===== src/rtl/mlvl_intc_pkg.sv =====
package mlvl_intc_pkg;

  // Acceptance class produced by the mask decode
  typedef enum logic [1:0] {
    ACC_NONE = 2'd0,   // NMI only
    ACC_HIGH = 2'd1,   // NMI and level-1 sources
    ACC_ALL  = 2'd2    // every enabled source
  } acc_e;

  function automatic acc_e acc_decode(input logic ue, input logic m, input logic mu);
    acc_e r;
    if (!m)
      r = ACC_ALL;
    else if (ue)
      r = ACC_NONE;
    else if (!mu)
      r = ACC_HIGH;
    else
      r = ACC_NONE;
    return r;
  endfunction

endpackage


===== src/rtl/mlvl_intc_latch.sv =====
module mlvl_intc_latch #(
  parameter int NSRC = 8
) (
  input  logic            clk,
  input  logic            rst_n,
  input  logic            stby_i,
  input  logic [NSRC-1:0] req_i,
  input  logic [NSRC-1:0] en_i,
  input  logic            nmi_i,
  input  logic [NSRC-1:0] clr_i,
  input  logic            clr_nmi_i,
  output logic [NSRC-1:0] pend_o,
  output logic            nmi_pend_o
);

  logic [NSRC-1:0] prev_q, prev_d;
  logic [NSRC-1:0] pend_q, pend_d;
  logic            nprev_q, nprev_d;
  logic            npend_q, npend_d;
  logic [NSRC-1:0] rise;
  logic            nrise;

  always_comb begin
    rise    = req_i & ~prev_q & en_i;
    nrise   = nmi_i & ~nprev_q;
    prev_d  = req_i;
    nprev_d = nmi_i;
    if (stby_i) begin
      pend_d  = '0;
      npend_d = 1'b0;
    end else begin
      // a new edge wins over a clear in the same cycle
      pend_d  = (pend_q & ~clr_i) | rise;
      npend_d = (npend_q & ~clr_nmi_i) | nrise;
    end
  end

  always_ff @(posedge clk or negedge rst_n) begin
    if (!rst_n) begin
      prev_q  <= '0;
      nprev_q <= 1'b0;
      pend_q  <= '0;
      npend_q <= 1'b0;
    end else begin
      prev_q  <= prev_d;
      nprev_q <= nprev_d;
      pend_q  <= pend_d;
      npend_q <= npend_d;
    end
  end

  assign pend_o     = pend_q;
  assign nmi_pend_o = npend_q;

endmodule


===== src/rtl/mlvl_intc_mask.sv =====
module mlvl_intc_mask
  import mlvl_intc_pkg::*;
#(
  parameter int NSRC = 8
) (
  input  logic [NSRC-1:0] pend_i,
  input  logic [NSRC-1:0] en_i,
  input  logic [NSRC-1:0] lvl_i,
  input  logic            mode_ue_i,
  input  logic            mask_i,
  input  logic            mask_ui_i,
  output logic [NSRC-1:0] cand_o
);

  acc_e acc;
  logic take_all;
  logic take_high;

  always_comb begin
    acc       = acc_decode(mode_ue_i, mask_i, mask_ui_i);
    take_all  = (acc == ACC_ALL);
    take_high = (acc == ACC_HIGH);
  end

  for (genvar g = 0; g < NSRC; g++) begin : g_cand
    assign cand_o[g] = pend_i[g] & en_i[g] & (take_all | (take_high & lvl_i[g]));
  end

endmodule


===== src/rtl/mlvl_intc_select.sv =====
module mlvl_intc_select #(
  parameter int NSRC  = 8,
  parameter int IDX_W = $clog2(NSRC)
) (
  input  logic [NSRC-1:0]  cand_i,
  input  logic [NSRC-1:0]  lvl_i,
  output logic             found_o,
  output logic [IDX_W-1:0] idx_o
);

  logic [NSRC-1:0]  hi_v, lo_v;
  logic [IDX_W-1:0] hi_idx, lo_idx;

  always_comb begin
    hi_v   = cand_i & lvl_i;
    lo_v   = cand_i & ~lvl_i;
    hi_idx = '0;
    lo_idx = '0;
    // scan downward so the lowest set index is the last written
    for (int i = NSRC - 1; i >= 0; i--) begin
      if (hi_v[i]) hi_idx = IDX_W'(i);
      if (lo_v[i]) lo_idx = IDX_W'(i);
    end
    found_o = |cand_i;
    idx_o   = (|hi_v) ? hi_idx : lo_idx;
  end

  // a reported winner is always an accepted request
  always_comb begin
    if (found_o) p_win_is_cand_r7: assert (cand_i[idx_o]);
  end

endmodule


===== src/rtl/mlvl_intc.sv =====
module mlvl_intc #(
  parameter int NSRC  = 8,
  parameter int IDX_W = $clog2(NSRC)
) (
  input  logic             clk,
  input  logic             rst_n,
  input  logic             stby_i,
  input  logic [NSRC-1:0]  req_i,
  input  logic [NSRC-1:0]  en_i,
  input  logic [NSRC-1:0]  lvl_i,
  input  logic             nmi_i,
  input  logic             mode_ue_i,
  input  logic             mask_i,
  input  logic             mask_ui_i,
  input  logic             ack_i,
  output logic             irq_pend_o,
  output logic [IDX_W-1:0] irq_idx_o,
  output logic             irq_nmi_o
);

  localparam logic [NSRC-1:0] ONE_HOT0 = {{(NSRC-1){1'b0}}, 1'b1};

  // reset: asserted asynchronously, released on the clock
  logic rs_meta_q, rs_q;
  always_ff @(posedge clk or negedge rst_n) begin
    if (!rst_n) begin
      rs_meta_q <= 1'b0;
      rs_q      <= 1'b0;
    end else begin
      rs_meta_q <= 1'b1;
      rs_q      <= rs_meta_q;
    end
  end

  logic [NSRC-1:0]  pend, cand, clr;
  logic             nmi_pend, clr_nmi;
  logic             found;
  logic [IDX_W-1:0] sel_idx;

  logic             out_v_q, out_v_d;
  logic             out_n_q, out_n_d;
  logic [IDX_W-1:0] out_i_q, out_i_d;
  logic             out_en;
  logic             retire;

  mlvl_intc_latch #(.NSRC(NSRC)) u_latch (
    .clk       (clk),
    .rst_n     (rs_q),
    .stby_i    (stby_i),
    .req_i     (req_i),
    .en_i      (en_i),
    .nmi_i     (nmi_i),
    .clr_i     (clr),
    .clr_nmi_i (clr_nmi),
    .pend_o    (pend),
    .nmi_pend_o(nmi_pend)
  );

  mlvl_intc_mask #(.NSRC(NSRC)) u_mask (
    .pend_i    (pend),
    .en_i      (en_i),
    .lvl_i     (lvl_i),
    .mode_ue_i (mode_ue_i),
    .mask_i    (mask_i),
    .mask_ui_i (mask_ui_i),
    .cand_o    (cand)
  );

  mlvl_intc_select #(.NSRC(NSRC), .IDX_W(IDX_W)) u_sel (
    .cand_i  (cand),
    .lvl_i   (lvl_i),
    .found_o (found),
    .idx_o   (sel_idx)
  );

  // acknowledge retires only the granted request
  always_comb begin
    retire  = out_v_q & ack_i & ~stby_i;
    clr     = (retire & ~out_n_q) ? (ONE_HOT0 << out_i_q) : '0;
    clr_nmi = retire & out_n_q;
  end

  // output register: loads when idle, holds while presented
  always_comb begin
    out_en  = stby_i | ~out_v_q | ack_i;
    out_v_d = 1'b0;
    out_n_d = 1'b0;
    out_i_d = '0;
    if (!stby_i && !out_v_q) begin
      out_v_d = nmi_pend | found;
      out_n_d = nmi_pend;
      out_i_d = nmi_pend ? '0 : sel_idx;
    end
  end

  always_ff @(posedge clk or negedge rs_q) begin
    if (!rs_q) begin
      out_v_q <= 1'b0;
      out_n_q <= 1'b0;
      out_i_q <= '0;
    end else if (out_en) begin
      out_v_q <= out_v_d;
      out_n_q <= out_n_d;
      out_i_q <= out_i_d;
    end
  end

  assign irq_pend_o = out_v_q;
  assign irq_nmi_o  = out_n_q;
  assign irq_idx_o  = out_i_q;

  // presented winner holds until acknowledged
  p_hold_r9: assert property (@(posedge clk) disable iff (!rs_q)
    (out_v_q && !ack_i && !stby_i) |=> (out_v_q && $stable(out_i_q) && $stable(out_n_q)));

  // standby empties the output
  p_stby_quiet_r1: assert property (@(posedge clk) disable iff (!rs_q)
    stby_i |=> !out_v_q);

  // an idle output with a latched NMI presents the NMI
  p_nmi_first_r8: assert property (@(posedge clk) disable iff (!rs_q)
    (!out_v_q && !stby_i && nmi_pend) |=> (out_v_q && out_n_q));

  // single-mask mode with mask set admits no maskable source
  p_global_mask_r2: assert property (@(posedge clk) disable iff (!rs_q)
    (!out_v_q && !stby_i && mode_ue_i && mask_i && !nmi_pend) |=> !out_v_q);

  // two-bit mode with both bits set admits no maskable source
  p_full_mask_r5: assert property (@(posedge clk) disable iff (!rs_q)
    (!out_v_q && !stby_i && !mode_ue_i && mask_i && mask_ui_i && !nmi_pend) |=> !out_v_q);

endmodule


===== config.mk =====
export PLATFORM = sky130hd
export DESIGN_NAME = mlvl_intc
export DESIGN_NICKNAME = d
export VERILOG_FILES = /design/src/rtl/mlvl_intc_pkg.sv /design/src/rtl/mlvl_intc_latch.sv /design/src/rtl/mlvl_intc_mask.sv /design/src/rtl/mlvl_intc_select.sv /design/src/rtl/mlvl_intc.sv
export SDC_FILE = /design/constraint.sdc
export NUM_CORES = 1
export LEC_CHECK = 0
export BUFFER_PORTS_ARGS = -buffer_cell sky130_fd_sc_hd__buf_2
export CAP_MARGIN = 30
export CORE_AREA = 2 2 57 59
export DETAILED_ROUTE_END_ITERATION = 7
export DIE_AREA = 0 0 59 61
export GPL_TIMING_DRIVEN = 0
export PLACE_DENSITY = 0.68
export SLEW_MARGIN = 20
export SYNTH_ARGS = -nofsm -noshare
export SYNTH_HDL_FRONTEND = slang
export SYNTH_SLANG_ARGS = --single-unit

===== constraint.sdc =====
create_clock -name clk -period 0.9 [get_ports clk]
set_input_delay 0.09 -clock clk [delete_from_list [all_inputs] [get_ports clk]]
set_output_delay 0.09 -clock clk [all_outputs]
set_load 0.02 [all_outputs]

==> results of run 1 <==
-- repair_timing --
action | CTS | global route
buffers inserted | 4 | 2
resized for setup | 19 | 3
hold endpoints to repair | 12 | 1
pin swaps | 4 | 1
hold buffers | 10 | 1
setup endpoints to repair | 40 | 19
-- placed cells by master, fill, tap and decap left out, drive strengths merged --
master and instances:
clkinv 1, nor2b 2, a311o 1, o21ai 10, o41ai 1, o221ai 1
a221oi 1, a21oi 13, a31oi 1, nand4b 1, a22oi 1, a22o 2
nand2 14, nand4bb 1, o221a 1, nand3b 11, buf 44, and4 1
o211ai 2, clkbuf 4, dlygate4sd3 11, dfrtp 25, a32o 1, and3b 1
o2111ai 1, nor3b 1, nand4 3, nor3 3, nand2b 5, o311a 1
o31ai 2, o22ai 1, inv 1, a21boi 1, a31o 1, conb 1
nand3 9, nor2 4, nor4 1, a41oi 1
-- where the power goes --
group / switching [µW] / leakage [µW] / internal (µW) / total [µW]
clock network: 344 / 0.0000177 / 167 / 511
registers: 57.6 / 0.000313 / 1180 / 1240
logic: 238 / 0.000445 / 255 / 493
total: 639 / 0.000775 / 1610 / 2250
-- critical path, cell delays in order, from the launching register on --
cell	delay [ns]
sky130_fd_sc_hd__dfrtp_1	0.43
sky130_fd_sc_hd__and3b_1	0.18
sky130_fd_sc_hd__o311a_1	0.30
sky130_fd_sc_hd__nor4_2	0.25
sky130_fd_sc_hd__o2111ai_1	0.13
sky130_fd_sc_hd__o211ai_1	0.10
-- worst min path at each step --
stage	cells after the start	end	startpoint	slack (ns)
5_1_grt	2	irq_pend_o	ack_i	0.009
4_1_cts	2	irq_pend_o	stby_i	-0.03
3_3_place_gp	1	rs_meta_q	rst_n	-0.13
2_1_floorplan	0	rs_meta_q	rst_n	-0.21
3_5_place_dp	1	rs_q	rst_n	-0.12
6_report	2	irq_pend_o	ack_i	0.006
-- final cells by class --
class / instances / area share [%]
buffer: 3 / 1.44
clock buffer: 3 / 1.23
clock inverter: 1 / 0.274
inverter: 1 / 0.206
multi-input combinational: 101 / 38.7
sequential: 25 / 34.5
tap: 33 / 2.26
timing repair buffer: 53 / 21.4
-- through the flow --
| step | setup WS (ns) | TNS (ns) |
|---|---|---|
| 2_1_floorplan | -0.421 | -2.76 |
| 5_1_grt | -0.647 | -6.70 |
| 3_5_place_dp | -0.571 | -8.77 |
| 6_report | -0.571 | -5.74 |
| 4_1_cts | -0.561 | -8.98 |
| 3_3_place_gp | -0.598 | -6.79 |
-- registers in the layout, indices dropped and copies added (netlist names) --
register,cells
u_latch.pend_o,8
irq_nmi_o,1
irq_pend_o,1
rs_meta_q,1
rs_q,1
u_latch.prev_q,8
irq_idx_o,3
u_latch.nprev_q,1
u_latch.nmi_pend_o,1
-- logic make-up (layout without fill, tap and decap cells) --
| logic type | Yosys count | count (layout) | synth area share, % |
|---|---|---|---|
| other | 1 | 1 | 0.293 |
| buffers and inverters | 4 | 61 | 2.34 |
| and+or+nand+nor | 57 | 57 | 25.9 |
| AOI/OAI and AO/OA | 43 | 43 | 22.7 |
| DFF | 25 | 25 | 48.8 |
-- routing by layer --
layer / GRT usage (%) / up-vias / routed length, µm
met2: 33.3 / 50 / 1620
met1: 26.6 / 615 / 1590
met4: 10.1 / 0 / 94
met3: 2.35 / 9 / 177
li1: - / 613 / -
met5: 0 / - / 0
==> out/metrics.cfg, run 1 <==
[pwr]
ir_worst_vdd_uv = 951
p_leak_uw = 0.000775
total_power_uw = 2250
p_per_area_nw_per_um2 = 1230

[worst_setup_path]
critical_path_required_ns = 1.15
worstPathArrival_ns = 1.72
r2r_setup_slk_ns = -0.57
cp-end-kind = flip-flop
endpoint = irq_idx_o[0]
worst_r2r_path_depth = 5
setup.worst_path.class = reg2reg
worst_r2r_endpoint = irq_idx_o[0]
critical_path.startpoint = u_latch.pend_o[6]
worstSetupStartpointType = flip-flop
r2r-start = u_latch.pend_o[6]
peak_fanout_along_the_critical_path = 4

[yosys]
synth-seq-cells = 25
netlist_top_cells_area = sky130_fd_sc_hd__dfrtp_1, sky130_fd_sc_hd__nand3b_1, sky130_fd_sc_hd__a21oi_1, sky130_fd_sc_hd__nand2_1, sky130_fd_sc_hd__nand3_1
synth_edf_count = 0
synth-seq-area-share_pct = 48.8
netlist_instances = 130
synth_nets = 162
synth_top_cells_by_count = sky130_fd_sc_hd__dfrtp_1, sky130_fd_sc_hd__a21oi_1, sky130_fd_sc_hd__nand2_1
ys_warn_count = 0
asyncSetResetFlopFracSynth_pct = 100
synth.distinct_cells = 40
yosys_most_used_dff = sky130_fd_sc_hd__dfrtp_1
synth_top_area_share_pct = 48.8
post_synth.cell_area_avg_um2 = 9.86
most_frequent_cell_after_synthesis = sky130_fd_sc_hd__dfrtp_1
synth.largest_area_cell = sky130_fd_sc_hd__dfrtp_1
syn_area_um2 = 1280

[run_status]
outcome = finished with violations
violations = negative setup slack

[sta]
max_clock_skew_ns = 0.00288
rsz0062_at_grt = true
timing_max_transition_violations_final = 0
timing.final.hold_violations = 0
finalCritPeriodShare_pct = 163
final.setup.worst_slack_ns = -0.571
slew_headroom_pct = 65.7
timing.final.crit_period_ns = 1.47
holdWs_ns = 0.00612
timing.final.setup_violations = 19
pin_slew_with_the_least_headroom_to_its_limit_ns = 0.514
timing.fmax_mhz = 680

[final_layout]
post_layout_nonfiller_instances = 220
layout-drive-gt1-share_pct = 37.4
n_diodes = 0
fin_nets = 220
area_delta_synth_final_pct = 42.5
finish.utilization_pct = 61.8
seq_area_um2 = 629
num-fill-cells = 251
multiInputGateArea_um2 = 707
design_area_um2 = 1830

[global_route]
antenna_violations_before_repair = 0
grt_start_max_net_pins = 24
overall_fraction_of_global_route_tracks_in_use_pct = 20.3
grt_pass1_vias = 1176
grt-ovfl-total = 0
grt_first_pass_wirelength_mm = 5.37

[place]
place_inst = 198
placed_area_um2 = 1530
post-dp-hpwl_mm = 2.48
place.gp.congestion = 0.891
io_buffer_count = 35

[floorplan]
die_w_um = 59
rows = 20
core_area_um2 = 2950
ios = 37
die-height_um = 61
floorplan_die_area_um2 = 3600
initial_core_util_pct = 43.4

[detailed_routing]
wl_per_cell_um = 15.8
dr_total_vias = 1287
drtPass1Iterations = 4
drcViolationCount = 0
viasPerCell = 5.85
drtIter0Drc = 31
postRouteAntennaNets = 0
wirelength_mm = 3.48

[clock_tree]
clock-root-buffer = sky130_fd_sc_hd__clkbuf_4
cts-buffers-inserted = 3
numClockSinks = 25
maximum_level_of_the_cts_h_tree = 1
cts.reportedPaths.clkPinSlew_ns = 0.14
cts_tree = done
clk_latency_ns = 0.32
max-clock-path-buffers = 2

[min_path]
holdCritPathClass = in2reg

[run]
timing.max_cap.violations = 0

Note: power is estimated with default switching activity, not from simulation.
==> run 2, diff against run 1 <==
BUFFER_PORTS_ARGS = default   (was -buffer_cell sky130_fd_sc_hd__buf_2)
DONT_BUFFER_PORTS = 1   (was default)
PLACE_DENSITY = default   (was 0.68)
==> run 2 against run 1 <==
- the flow finishes with violations (negative hold slack, negative setup slack)
- combinational power is 25% lower
- wire length is 8.5% higher
- register-to-register slack worse by 0.05 ns
- final cell count is 12% lower
- worst hold slack worse by 0.025 ns
- critical path depth stayed put
==> out/metrics.cfg, run 2 (synthesized netlist as in run 1, its figures left out) <==
[detailed_routing]
viasPerCell = 6.19  ; was 5.85
dr_total_vias = 1201  ; was 1287
wirelength_mm = 3.78  ; was 3.48 mm
drtPass1Iterations = 4  ; unchanged
drcViolationCount = 0  ; unchanged
drtIter0Drc = 64  ; was 31
postRouteAntennaNets = 0  ; unchanged
wl_per_cell_um = 19.5  ; was 15.8 µm

[worst_setup_path]
peak_fanout_along_the_critical_path = 4  ; unchanged
largest_stage_delay_on_the_critical_path_ns = 0.42  ; was 0.43 ns
critical_path_required_ns = 1.11  ; was 1.15 ns
crit_buf_inv = 0  ; unchanged
worstSetupStartpointType = flip-flop  ; unchanged
worstPathArrival_ns = 1.73  ; was 1.72 ns
worst_path_dominant_cell_family = compound AO/OA/AOI/OAI gates  ; unchanged
cp-end-kind = flip-flop  ; unchanged
crit_chain = nand3_1, nand4_1, o21ai_2, o41ai_1, a32o_1  ; was and3b_1, o311a_1, nor4_2, o2111ai_1, o211ai_1
crit_slowest_cell = sky130_fd_sc_hd__dfrtp_1  ; unchanged
setup.worst_path.class = reg2reg  ; unchanged

[global_route]
grt_first_pass_wirelength_mm = 5.75  ; was 5.37 mm
grt-ovfl-total = 0  ; unchanged
grt_pass1_vias = 1241  ; was 1176
grt_start_max_net_pins = 24  ; unchanged
antenna_violations_before_repair = 0  ; unchanged
overall_fraction_of_global_route_tracks_in_use_pct = 22.0  ; was 20.3%

[floorplan]
core_area_um2 = 2950  ; unchanged
initial_core_util_pct = 43.4  ; unchanged
rows = 20  ; unchanged
floorplan_die_area_um2 = 3600  ; unchanged
die-height_um = 61  ; unchanged
ios = 37  ; unchanged
die_w_um = 59  ; unchanged

[clock_tree]
clock-root-buffer = sky130_fd_sc_hd__clkbuf_4  ; unchanged
cts-buffers-inserted = 3  ; unchanged
maximum_level_of_the_cts_h_tree = 1  ; unchanged
cts.reportedPaths.clkPinSlew_ns = 0.13  ; was 0.14 ns
cts_hold_buf = 22  ; was 10
numClockSinks = 25  ; unchanged
max-clock-path-buffers = 2  ; unchanged
cts_tree = done  ; unchanged
clk_latency_ns = 0.31  ; was 0.32 ns

[pwr]
p_per_area_nw_per_um2 = 1240  ; was 1230 nW/µm²
p_leak_uw = 0.000654  ; was 0.000775 µW
total_power_uw = 2140  ; was 2250 µW
ir_worst_vdd_uv = 666  ; was 951 µV

[final_layout]
layout-drive-gt1-share_pct = 23.6  ; was 37.4%
area_delta_synth_final_pct = 35.1  ; was 42.5%
final_cell_mix = sky130_fd_sc_hd__dlygate4sd3_1, sky130_fd_sc_hd__dfrtp_1, sky130_fd_sc_hd__nand2_1, sky130_fd_sc_hd__nand3b_1, sky130_fd_sc_hd__a21oi_1  ; was sky130_fd_sc_hd__buf_2, sky130_fd_sc_hd__dfrtp_1, sky130_fd_sc_hd__nand2_1, sky130_fd_sc_hd__a21oi_1
multiInputGateArea_um2 = 736  ; was 707 µm²
seq_area_um2 = 632  ; was 629 µm²
finish.utilization_pct = 58.6  ; was 61.8%
n_diodes = 0  ; unchanged
post_layout_nonfiller_instances = 194  ; was 220
final_common_cell = sky130_fd_sc_hd__dlygate4sd3_1  ; was sky130_fd_sc_hd__buf_2
num-fill-cells = 263  ; was 251
fin_nets = 194  ; was 220

[min_path]
holdCritPathClass = in2reg  ; unchanged

[sta]
timing.final.setup_violations = 17  ; was 19
finalCritPeriodShare_pct = 169  ; was 163%
timing.fmax_mhz = 659  ; was 680 MHz
max_clock_skew_ns = 0.00214  ; was 0.00288 ns
holdWs_ns = -0.0193  ; was 0.00612 ns
slew_headroom_pct = 59.9  ; was 65.7%
pin_slew_with_the_least_headroom_to_its_limit_ns = 0.601  ; was 0.514 ns
timing_max_transition_violations_final = 0  ; unchanged
rsz0062_at_grt = true  ; unchanged
final.setup.worst_slack_ns = -0.618  ; was -0.571 ns
timing.final.crit_period_ns = 1.52  ; was 1.47 ns
timing.final.hold_violations = 1  ; was 0

[run_status]
violations = negative hold slack, negative setup slack  ; was negative setup slack
outcome = finished with violations  ; unchanged

[place]
place_worst_setup_slack_ns = -0.580  ; was -0.571 ns
place_inst = 163  ; was 198
post-dp-hpwl_mm = 2.49  ; was 2.48 mm
place.gp.congestion = 0.868  ; was 0.891
io_buffer_count = 0  ; was 35

[run]
timing.max_cap.violations = 0  ; unchanged

run 2: final timing paths:
path | from | end | slack [ns] | depth (start not counted)
worst min register to register | rs_q | u_latch.nmi_pend_o | 0.25 | 0
worst max register to register | u_latch.pend_o[6] | irq_idx_o[1] | -0.62 | 5
max in group asynchronous | rst_n | rs_q | 0.24 | 2
worst min-delay path | mask_ui_i | irq_pend_o | -0.02 | 2
min in group asynchronous | rs_q | u_latch.nmi_pend_o | 0.25 | 0
worst max-delay path | u_latch.pend_o[6] | irq_idx_o[1] | -0.62 | 5
run 2: report_power, final:
part / internal [µW] / switching [µW]
sequential: 1180 / 93.5
combinational: 207 / 163
clock: 173 / 318
total: 1560 / 575
run 2: cell type report:
type	count	share of cell area (%)
timing repair buffer	27	15.3
sequential	25	36.5
buffer	3	1.52
multi-input combinational	101	42.5
clock buffer	4	1.52
tap	33	2.39
inverter	1	0.217
run 2: worst register-to-register path: stages (launching register included):
cell	delay, ns
sky130_fd_sc_hd__dfrtp_1	0.42
sky130_fd_sc_hd__nand3_1	0.17
sky130_fd_sc_hd__nand4_1	0.18
sky130_fd_sc_hd__o21ai_2	0.24
sky130_fd_sc_hd__o41ai_1	0.12
sky130_fd_sc_hd__a32o_1	0.28
run 2: metal layers:
layer  up-vias  part of all wire, %  global-route usage (%)
li1        562                    -                       -
met3         8                  8.9                    3.84
met5         -                    0                       0
met1       563                   40                    28.3
met4         0                  2.0                    7.79
met2        68                   49                    37.5
run 2: through the flow:
stage / TNS, ns / instance area (µm²) / hold slack (ns)
after floorplan: -2.76 / 1310 / -0.206
after global placement: -7.55 / 1350 / -0.206
after detailed placement: -8.50 / 1350 / -0.206
after CTS: -5.31 / 1650 / -0.0442
after global routing: -7.07 / 1730 / -0.0506
final: -6.03 / 1730 / -0.0193
run 2: repair_timing:
item                                    4_1_cts  5_1_grt
endpoints found under the setup margin       41       19
pin swaps                                     2        7
gates resized for setup                       9       12
setup buffers                                 3        2
cloned                                        0        0
endpoints found under the hold margin        22        1
